### src/rtl/port_wake_pkg.sv
package port_wake_pkg;

  // Status register layout, bit 7 down to bit 0
  typedef struct packed {
    logic portChgDet;
    logic wakeStat;
    logic resumeStat;
    logic ocChg;
    logic ocActive;
    logic portEn;
    logic connChg;
    logic connStat;
  } portStat_t;

  // Control register layout, bit 3 down to bit 0
  typedef struct packed {
    logic wkOcEn;
    logic wkDiscEn;
    logic wkConnEn;
    logic intEn;
  } portCtl_t;

  localparam int STAT_W     = $bits(portStat_t);
  localparam int CTL_W      = $bits(portCtl_t);
  localparam int BIT_ENACMD = 4;
  localparam int BIT_DISCMD = 5;
  localparam int STICKY_N   = 5;
  localparam logic [STAT_W-1:0] W1C_MASK = 8'hF2;

  // Strobes from control to datapath
  typedef struct packed {
    logic      setConn;
    logic      clrConn;
    logic      setEn;
    logic      clrEn;
    logic      setConnChg;
    logic      setOcChg;
    logic      setResume;
    logic      setWakeStat;
    logic      setWakeOut;
    logic      setPcd;
    portStat_t swClr;
    logic      ctlWr;
    portCtl_t  ctlData;
  } strobe_t;

endpackage

### src/rtl/port_wake_sticky.sv
module port_wake_sticky (
  input  logic clk,
  input  logic rstN,
  input  logic setIn,
  input  logic clrIn,
  output logic q
);
  always_ff @(posedge clk) begin
    if (!rstN)      q <= 1'b0;
    else if (setIn) q <= 1'b1;   // hardware set wins over software clear
    else if (clrIn) q <= 1'b0;
  end
endmodule

### src/rtl/port_wake_ctrl.sv
module port_wake_ctrl
  import port_wake_pkg::*;
#(
  parameter int ADDR_W = 1,
  parameter int REG_W  = 8
) (
  input  logic              evResume,
  input  logic              evConnect,
  input  logic              evDisconnect,
  input  logic              ocIn,
  input  logic              suspendIn,
  input  logic              regWrEn,
  input  logic [ADDR_W-1:0] regAddr,
  input  logic [REG_W-1:0]  regWrData,
  input  portStat_t         stat,
  input  portCtl_t          ctl,
  output strobe_t           strb
);
  localparam logic [ADDR_W-1:0] ADDR_STAT = ADDR_W'(0);
  localparam logic [ADDR_W-1:0] ADDR_CTRL = ADDR_W'(1);

  logic resumeHit, connHit, discHit, ocRise, ocFall, ocHit, anyHit;
  logic wrStat, wrCtrl, enaCmd, disCmd;

  always_comb begin
    resumeHit = evResume && suspendIn && stat.portEn;
    connHit   = evConnect && !stat.connStat;
    discHit   = evDisconnect && stat.connStat;
    ocRise    = ocIn && !stat.ocActive;
    ocFall    = !ocIn && stat.ocActive;
    ocHit     = (ocRise || ocFall) && stat.connStat;
    anyHit    = resumeHit || connHit || discHit || ocHit;

    wrStat = regWrEn && (regAddr == ADDR_STAT);
    wrCtrl = regWrEn && (regAddr == ADDR_CTRL);
    enaCmd = wrCtrl && regWrData[BIT_ENACMD];
    disCmd = wrCtrl && regWrData[BIT_DISCMD];
  end

  always_comb begin
    strb             = '0;
    strb.setConn     = connHit;
    strb.clrConn     = discHit;
    strb.setConnChg  = connHit || discHit;
    strb.setOcChg    = ocHit;
    strb.setResume   = resumeHit;
    strb.clrEn       = discHit || (ocRise && stat.connStat) || disCmd;
    strb.setEn       = enaCmd && stat.connStat && !disCmd;
    strb.setWakeStat = anyHit;
    strb.setPcd      = anyHit;
    strb.setWakeOut  = resumeHit
                     || (connHit && ctl.wkConnEn)
                     || (discHit && ctl.wkDiscEn)
                     || (ocHit   && ctl.wkOcEn);
    strb.swClr       = wrStat ? portStat_t'(regWrData[STAT_W-1:0] & W1C_MASK) : '0;
    strb.ctlWr       = wrCtrl;
    strb.ctlData     = portCtl_t'(regWrData[CTL_W-1:0]);
  end

endmodule

### src/rtl/port_wake_datapath.sv
module port_wake_datapath
  import port_wake_pkg::*;
(
  input  logic      clk,
  input  logic      rstN,
  input  logic      ocIn,
  input  strobe_t   strb,
  output portStat_t stat,
  output portCtl_t  ctl,
  output logic      wakeOut
);
  // Sticky bit order: 0 connChg, 1 ocChg, 2 resume, 3 wake, 4 change-summary
  logic [STICKY_N-1:0] setVec, clrVec, qVec;
  logic connStatQ, portEnQ, ocActiveQ;

  assign setVec = {strb.setPcd, strb.setWakeStat, strb.setResume,
                   strb.setOcChg, strb.setConnChg};
  assign clrVec = {strb.swClr.portChgDet, strb.swClr.wakeStat, strb.swClr.resumeStat,
                   strb.swClr.ocChg, strb.swClr.connChg};

  for (genvar i = 0; i < STICKY_N; i++) begin : gSticky
    port_wake_sticky uBit (
      .clk  (clk),
      .rstN (rstN),
      .setIn(setVec[i]),
      .clrIn(clrVec[i]),
      .q    (qVec[i])
    );
  end

  always_ff @(posedge clk) begin
    if (!rstN) begin
      connStatQ <= 1'b0;
      portEnQ   <= 1'b0;
      ocActiveQ <= 1'b0;
      ctl       <= '0;
      wakeOut   <= 1'b0;
    end else begin
      if (strb.setConn)      connStatQ <= 1'b1;
      else if (strb.clrConn) connStatQ <= 1'b0;

      if (strb.clrEn)        portEnQ <= 1'b0;   // hardware/disable wins
      else if (strb.setEn)   portEnQ <= 1'b1;

      ocActiveQ <= ocIn;

      if (strb.ctlWr) ctl <= strb.ctlData;

      if (strb.setWakeOut)          wakeOut <= 1'b1;
      else if (strb.swClr.wakeStat) wakeOut <= 1'b0;
    end
  end

  always_comb begin
    stat            = '0;
    stat.connStat   = connStatQ;
    stat.portEn     = portEnQ;
    stat.ocActive   = ocActiveQ;
    stat.connChg    = qVec[0];
    stat.ocChg      = qVec[1];
    stat.resumeStat = qVec[2];
    stat.wakeStat   = qVec[3];
    stat.portChgDet = qVec[4];
  end

  assert_wake_held_R8: assert property (@(posedge clk) disable iff (!rstN)
    wakeOut && !strb.swClr.wakeStat |=> wakeOut);

  assert_hw_wins_R9: assert property (@(posedge clk) disable iff (!rstN)
    strb.setPcd && strb.swClr.portChgDet |=> stat.portChgDet);

  assert_wake_has_status_R7: assert property (@(posedge clk) disable iff (!rstN)
    wakeOut |-> stat.wakeStat);

  assert_en_needs_conn_R10: assert property (@(posedge clk) disable iff (!rstN)
    stat.portEn |-> stat.connStat);

endmodule

### src/rtl/port_wake_status.sv
module port_wake_status
  import port_wake_pkg::*;
#(
  parameter int ADDR_W = 1,
  parameter int REG_W  = 8
) (
  input  logic              clk,
  input  logic              rstN,
  input  logic              evResume,
  input  logic              evConnect,
  input  logic              evDisconnect,
  input  logic              ocIn,
  input  logic              suspendIn,
  input  logic              regWrEn,
  input  logic [ADDR_W-1:0] regAddr,
  input  logic [REG_W-1:0]  regWrData,
  output logic [REG_W-1:0]  regRdData,
  output logic              irq,
  output logic              wakeOut
);
  strobe_t   strb;
  portStat_t stat;
  portCtl_t  ctl;

  port_wake_ctrl #(.ADDR_W(ADDR_W), .REG_W(REG_W)) uCtrl (
    .evResume    (evResume),
    .evConnect   (evConnect),
    .evDisconnect(evDisconnect),
    .ocIn        (ocIn),
    .suspendIn   (suspendIn),
    .regWrEn     (regWrEn),
    .regAddr     (regAddr),
    .regWrData   (regWrData),
    .stat        (stat),
    .ctl         (ctl),
    .strb        (strb)
  );

  port_wake_datapath uData (
    .clk    (clk),
    .rstN   (rstN),
    .ocIn   (ocIn),
    .strb   (strb),
    .stat   (stat),
    .ctl    (ctl),
    .wakeOut(wakeOut)
  );

  assign regRdData = (regAddr == ADDR_W'(0)) ? REG_W'(stat) : REG_W'(ctl);
  assign irq       = stat.portChgDet & ctl.intEn;

  assert_connect_sets_R2: assert property (@(posedge clk) disable iff (!rstN)
    evConnect && !stat.connStat |=> stat.connStat && stat.connChg && stat.portChgDet);

  assert_disc_clears_R3: assert property (@(posedge clk) disable iff (!rstN)
    evDisconnect && stat.connStat |=> !stat.connStat && !stat.portEn && stat.connChg);

  assert_resume_blocked_R4: assert property (@(posedge clk) disable iff (!rstN)
    !stat.resumeStat && !stat.portEn |=> !stat.resumeStat);

  assert_oc_rise_R5: assert property (@(posedge clk) disable iff (!rstN)
    ocIn && !stat.ocActive && stat.connStat |=> !stat.portEn && stat.ocChg && stat.ocActive);

endmodule

### config.mk
export PLATFORM = sky130hd
export DESIGN_NAME = port_wake_status
export DESIGN_NICKNAME = d
export VERILOG_FILES = /design/src/rtl/port_wake_pkg.sv /design/src/rtl/port_wake_sticky.sv /design/src/rtl/port_wake_ctrl.sv /design/src/rtl/port_wake_datapath.sv /design/src/rtl/port_wake_status.sv
export SDC_FILE = /design/constraint.sdc
export NUM_CORES = 1
export LEC_CHECK = 0
export BUFFER_PORTS_ARGS = -buffer_cell sky130_fd_sc_hd__buf_2
export CORE_MARGIN = 1.5
export CORE_UTILIZATION = 41
export DETAILED_ROUTE_END_ITERATION = 8
export PLACE_DENSITY = 0.76
export SLEW_MARGIN = 10
export SYNTH_ARGS = -nofsm -noshare
export SYNTH_HDL_FRONTEND = slang
export SYNTH_SLANG_ARGS = --single-unit
### constraint.sdc
create_clock -name clk -period 1.1 [get_ports clk]
set_input_delay 0.22 -clock clk [delete_from_list [all_inputs] [get_ports clk]]
set_output_delay 0.22 -clock clk [all_outputs]
set_load 0.005 [all_outputs]
==> results.sh <==
export IMPL_status="finished with violations"
export IMPL_violations="setup timing"
export IMPL_synth_cell_types=27
export IMPL_layout_cells_non_filler=128
export IMPL_fmax_ghz=0.821
export IMPL_worstSetupStartpointType="flop"
export IMPL_rr_startpoint="uData.ocActiveQ$_SDFF_PN0_"
export IMPL_synth_cell_area_um2=652
export IMPL_seqPwrFrac_pct=48.6
export IMPL_nets=131
export IMPL_p_leak_nw=0.458
export IMPL_rows=14
export IMPL_drv_cap=0
export IMPL_num_vias=723
export IMPL_grt_overflow=0
export IMPL_r2r_end="uData.gSticky[4].uBit.q$_SDFFE_PN0P_"
export IMPL_cts_tree="built"
export IMPL_grt_max_degree=10
export IMPL_startpoint="uData.portEnQ$_SDFFE_PP0P_"
export IMPL_hp_class="input port to flop"
export IMPL_synth_area_per_cell_um2=8.93
export IMPL_min_to="uData.portEnQ$_SDFFE_PP0P_"
export IMPL_reg2regPathDepth=4
export IMPL_syn_inst=73
export IMPL_synth_nets=91
export IMPL_pre_cts_slack_ns=-0.0244
export IMPL_portBuffers=26
export IMPL_hp_start="regWrData[5]"
export IMPL_power_mw=1.07
export IMPL_p_per_area_mw_per_mm2=1090
export IMPL_setup_viol=5
export IMPL_hpwlAfterDp_um=1200
export IMPL_die_area_mm2=0.00184
export IMPL_antenna_found_initial=0
export IMPL_path_clk_slew_ns=0.08
export IMPL_ios=27
export IMPL_vdd_drop_max_v=0.000776
export IMPL_p_comb_share_pct=23.0
export IMPL_register_area_um2=277
export IMPL_p_clk_share_pct=28.4
export IMPL_drtAntennaViolNets=0
export IMPL_cp_end_kind="primary output"
export IMPL_core_mm2=0.00149
export IMPL_post_route_period_util_pct=111
export IMPL_internal_power_mw=0.784
export IMPL_clkLatencyLatePin_ns=0.28
export IMPL_ff2ff_setup_slack_ns=-0.04
export IMPL_firstDrtPassIters=4
export IMPL_skew_ns=0.00658
export IMPL_grt_pass1_wl_um=2870
export IMPL_start_util_pct=43.8
export IMPL_synth_seq_cells=13
export IMPL_track_usage_pct=20.8
export IMPL_numCtsBuffers=3
export IMPL_route_detailed_drc=0
export IMPL_wire_per_inst_um=13.3
export IMPL_grt_pass1_vias=661
export IMPL_clock_tree_buffer_depth=2
export IMPL_period_minus_slack_ns=1.22
export IMPL_cp_arrival_ns=1.00
export IMPL_crit_type="flop to primary output"
export IMPL_diodes=0
export IMPL_hold_viol=0
export IMPL_clock_sinks=13
export IMPL_crit_fanout=3
export IMPL_worstPathRequired_ns=0.88
export IMPL_swShare_pct=26.7
export IMPL_drv_slew=0
export IMPL_h_tree_depth=1
export IMPL_power_switching_mw=0.286
export IMPL_floorplan_die_width_um=42.9
export IMPL_rsz0062_at_grt="true"
export IMPL_multi_input_area_um2=392
export IMPL_place_gp_congestion=0.768
export IMPL_drtIter0Drc=14
export IMPL_fillers=120
export IMPL_dp_cells=120
export IMPL_cts_hold_buf=0
export IMPL_viasPerCell=5.65
export IMPL_slew_headroom_pct=83.3
export IMPL_syn2layout_area_growth_pct=50.7
export IMPL_die_h_um=42.9
export IMPL_layout_drive_gt1_share_pct=57.1
export IMPL_min_path_cells=2
export IMPL_cts_root_buf="clkbuf_4"
export IMPL_setup_tns_ns=-0.397
export IMPL_ys_seq_area_share_pct=39.9
export IMPL_yosys_warnings=0
export IMPL_fin_ws_ns=-0.118
export IMPL_routed_wl_um=1700
export IMPL_worst_pin_slew_ns=0.251
==> stage by stage <==
step	util (%)	hold WS (ns)	cell area [um^2]
3_3_place_gp	57.1	0.453	850
2_1_floorplan	-	0.335	664
5_1_grt	66.0	0.146	982
3_5_place_dp	57.1	0.444	850
6_report	66.0	0.153	982
4_1_cts	62.9	0.154	937
==> placed cells by master, fill, tap and decap left out, drive strengths merged <==
cell type and count:
a31oi 1, and2 4, clkbuf 4, a221oi 1, nor2 1, dfxtp 13, nand2 9, ha 1
inv 4, a22oi 1, a21oi 3, o21a 2, and3 1, nand3 4, buf 39, o22ai 1
a311o 2, nand3b 1, nor2b 7, a21boi 4, o21ai 3, o31a 1, mux2 3, a311oi 1
a41oi 1
==> state kept, by name, summed over array words and instances, names as in the netlist <==
signal and cells:
uData.ocActiveQ 1, uData.wakeOut 1, uData.ctl 4, uData.connStatQ 1, uData.portEnQ 1, uData.gSticky.uBit.q 5
==> Yosys cell counts <==
master | n | area share [%]
nor2_1 | 1 | 0.58
a311oi_1 | 1 | 1.3
o21ai_1 | 1 | 0.77
and3_1 | 1 | 0.96
mux2_2 | 3 | 5.2
dfxtp_1 | 13 | 40
buf_2 | 2 | 1.5
o21a_1 | 2 | 2.3
buf_6 | 2 | 3.5
o22ai_1 | 1 | 0.96
a41oi_1 | 1 | 1.3
a21boi_0 | 4 | 4.6
nand3_1 | 4 | 3.1
nand3b_1 | 1 | 1.2
a21oi_1 | 3 | 2.3
nor2b_4 | 1 | 2.1
a31oi_1 | 1 | 0.96
a22oi_1 | 1 | 1.2
o21ai_0 | 2 | 1.5
a311o_1 | 2 | 3.1
o31a_1 | 1 | 1.3
ha_1 | 1 | 1.9
nor2b_1 | 6 | 5.8
inv_1 | 4 | 2.3
a221oi_1 | 1 | 1.3
and2_1 | 4 | 3.8
nand2_1 | 9 | 5.2
==> cell type report <==
class / instances / area share [%]
Sequential cell: 13 / 28.2
Timing Repair Buffer: 39 / 25.7
Tap cell: 16 / 2.04
Multi-Input combinational cell: 52 / 39.9
Clock buffer: 4 / 2.68
Inverter: 4 / 1.53
==> worst max-delay path by stage <==
stage	endpoint	slack (ns)	depth (start not counted)
2_1_floorplan	uData.gSticky[3].uBit.q$_SDFFE_PN0P_	0.03	4
3_3_place_gp	uData.gSticky[4].uBit.q$_SDFFE_PN0P_	-0.01	4
3_5_place_dp	uData.gSticky[4].uBit.q$_SDFFE_PN0P_	-0.02	4
4_1_cts	regRdData[0]	-0.12	2
5_1_grt	regRdData[2]	-0.15	2
6_report	regRdData[2]	-0.12	2
==> kinds of logic after synthesis <==
group	after synthesis	share of synthesized area (%)
AND/OR/NAND/NOR	27	22.6
flip-flops	13	39.9
AO/OA/AOI/OAI	21	23.0
multiplexers	3	5.18
adder cells (fa/ha/maj)	1	1.92
buffers and inverters	8	7.29
==> worst max-delay path, cell delays in order, from the launching register on <==
cell and delay [ns]:
dfxtp_2 0.33, mux2_4 0.27, buf_6 0.11
==> power groups by stage <==
stage               combinational (mW)  sequential [mW]  clock, mW
floorplan                        0.109            0.526          0
global placement                 0.189            0.530          0
detailed placement               0.193            0.531          0
CTS                              0.224            0.516      0.311
global route                     0.268            0.526      0.332
finish                           0.246            0.520      0.304
==> repair_timing <==
item / CTS / global route
gates resized for setup: 13 / 13
setup endpoints to repair: 7 / 12
pin swaps: 1 / 3
buffers inserted: 3 / 1
endpoints found under the hold margin: 0 / 0
==> layer usage <==
metal	track usage, %	vias up	routed length (um)	part of all wire, %
met5	0	-	0	0
met4	11.9	0	51	3.0
met3	3.40	6	87	5.1
met2	32.1	30	849	50
met1	27.1	348	710	42
li1	-	339	-	-
No activity file was read; power rests on OpenSTA's default activity.
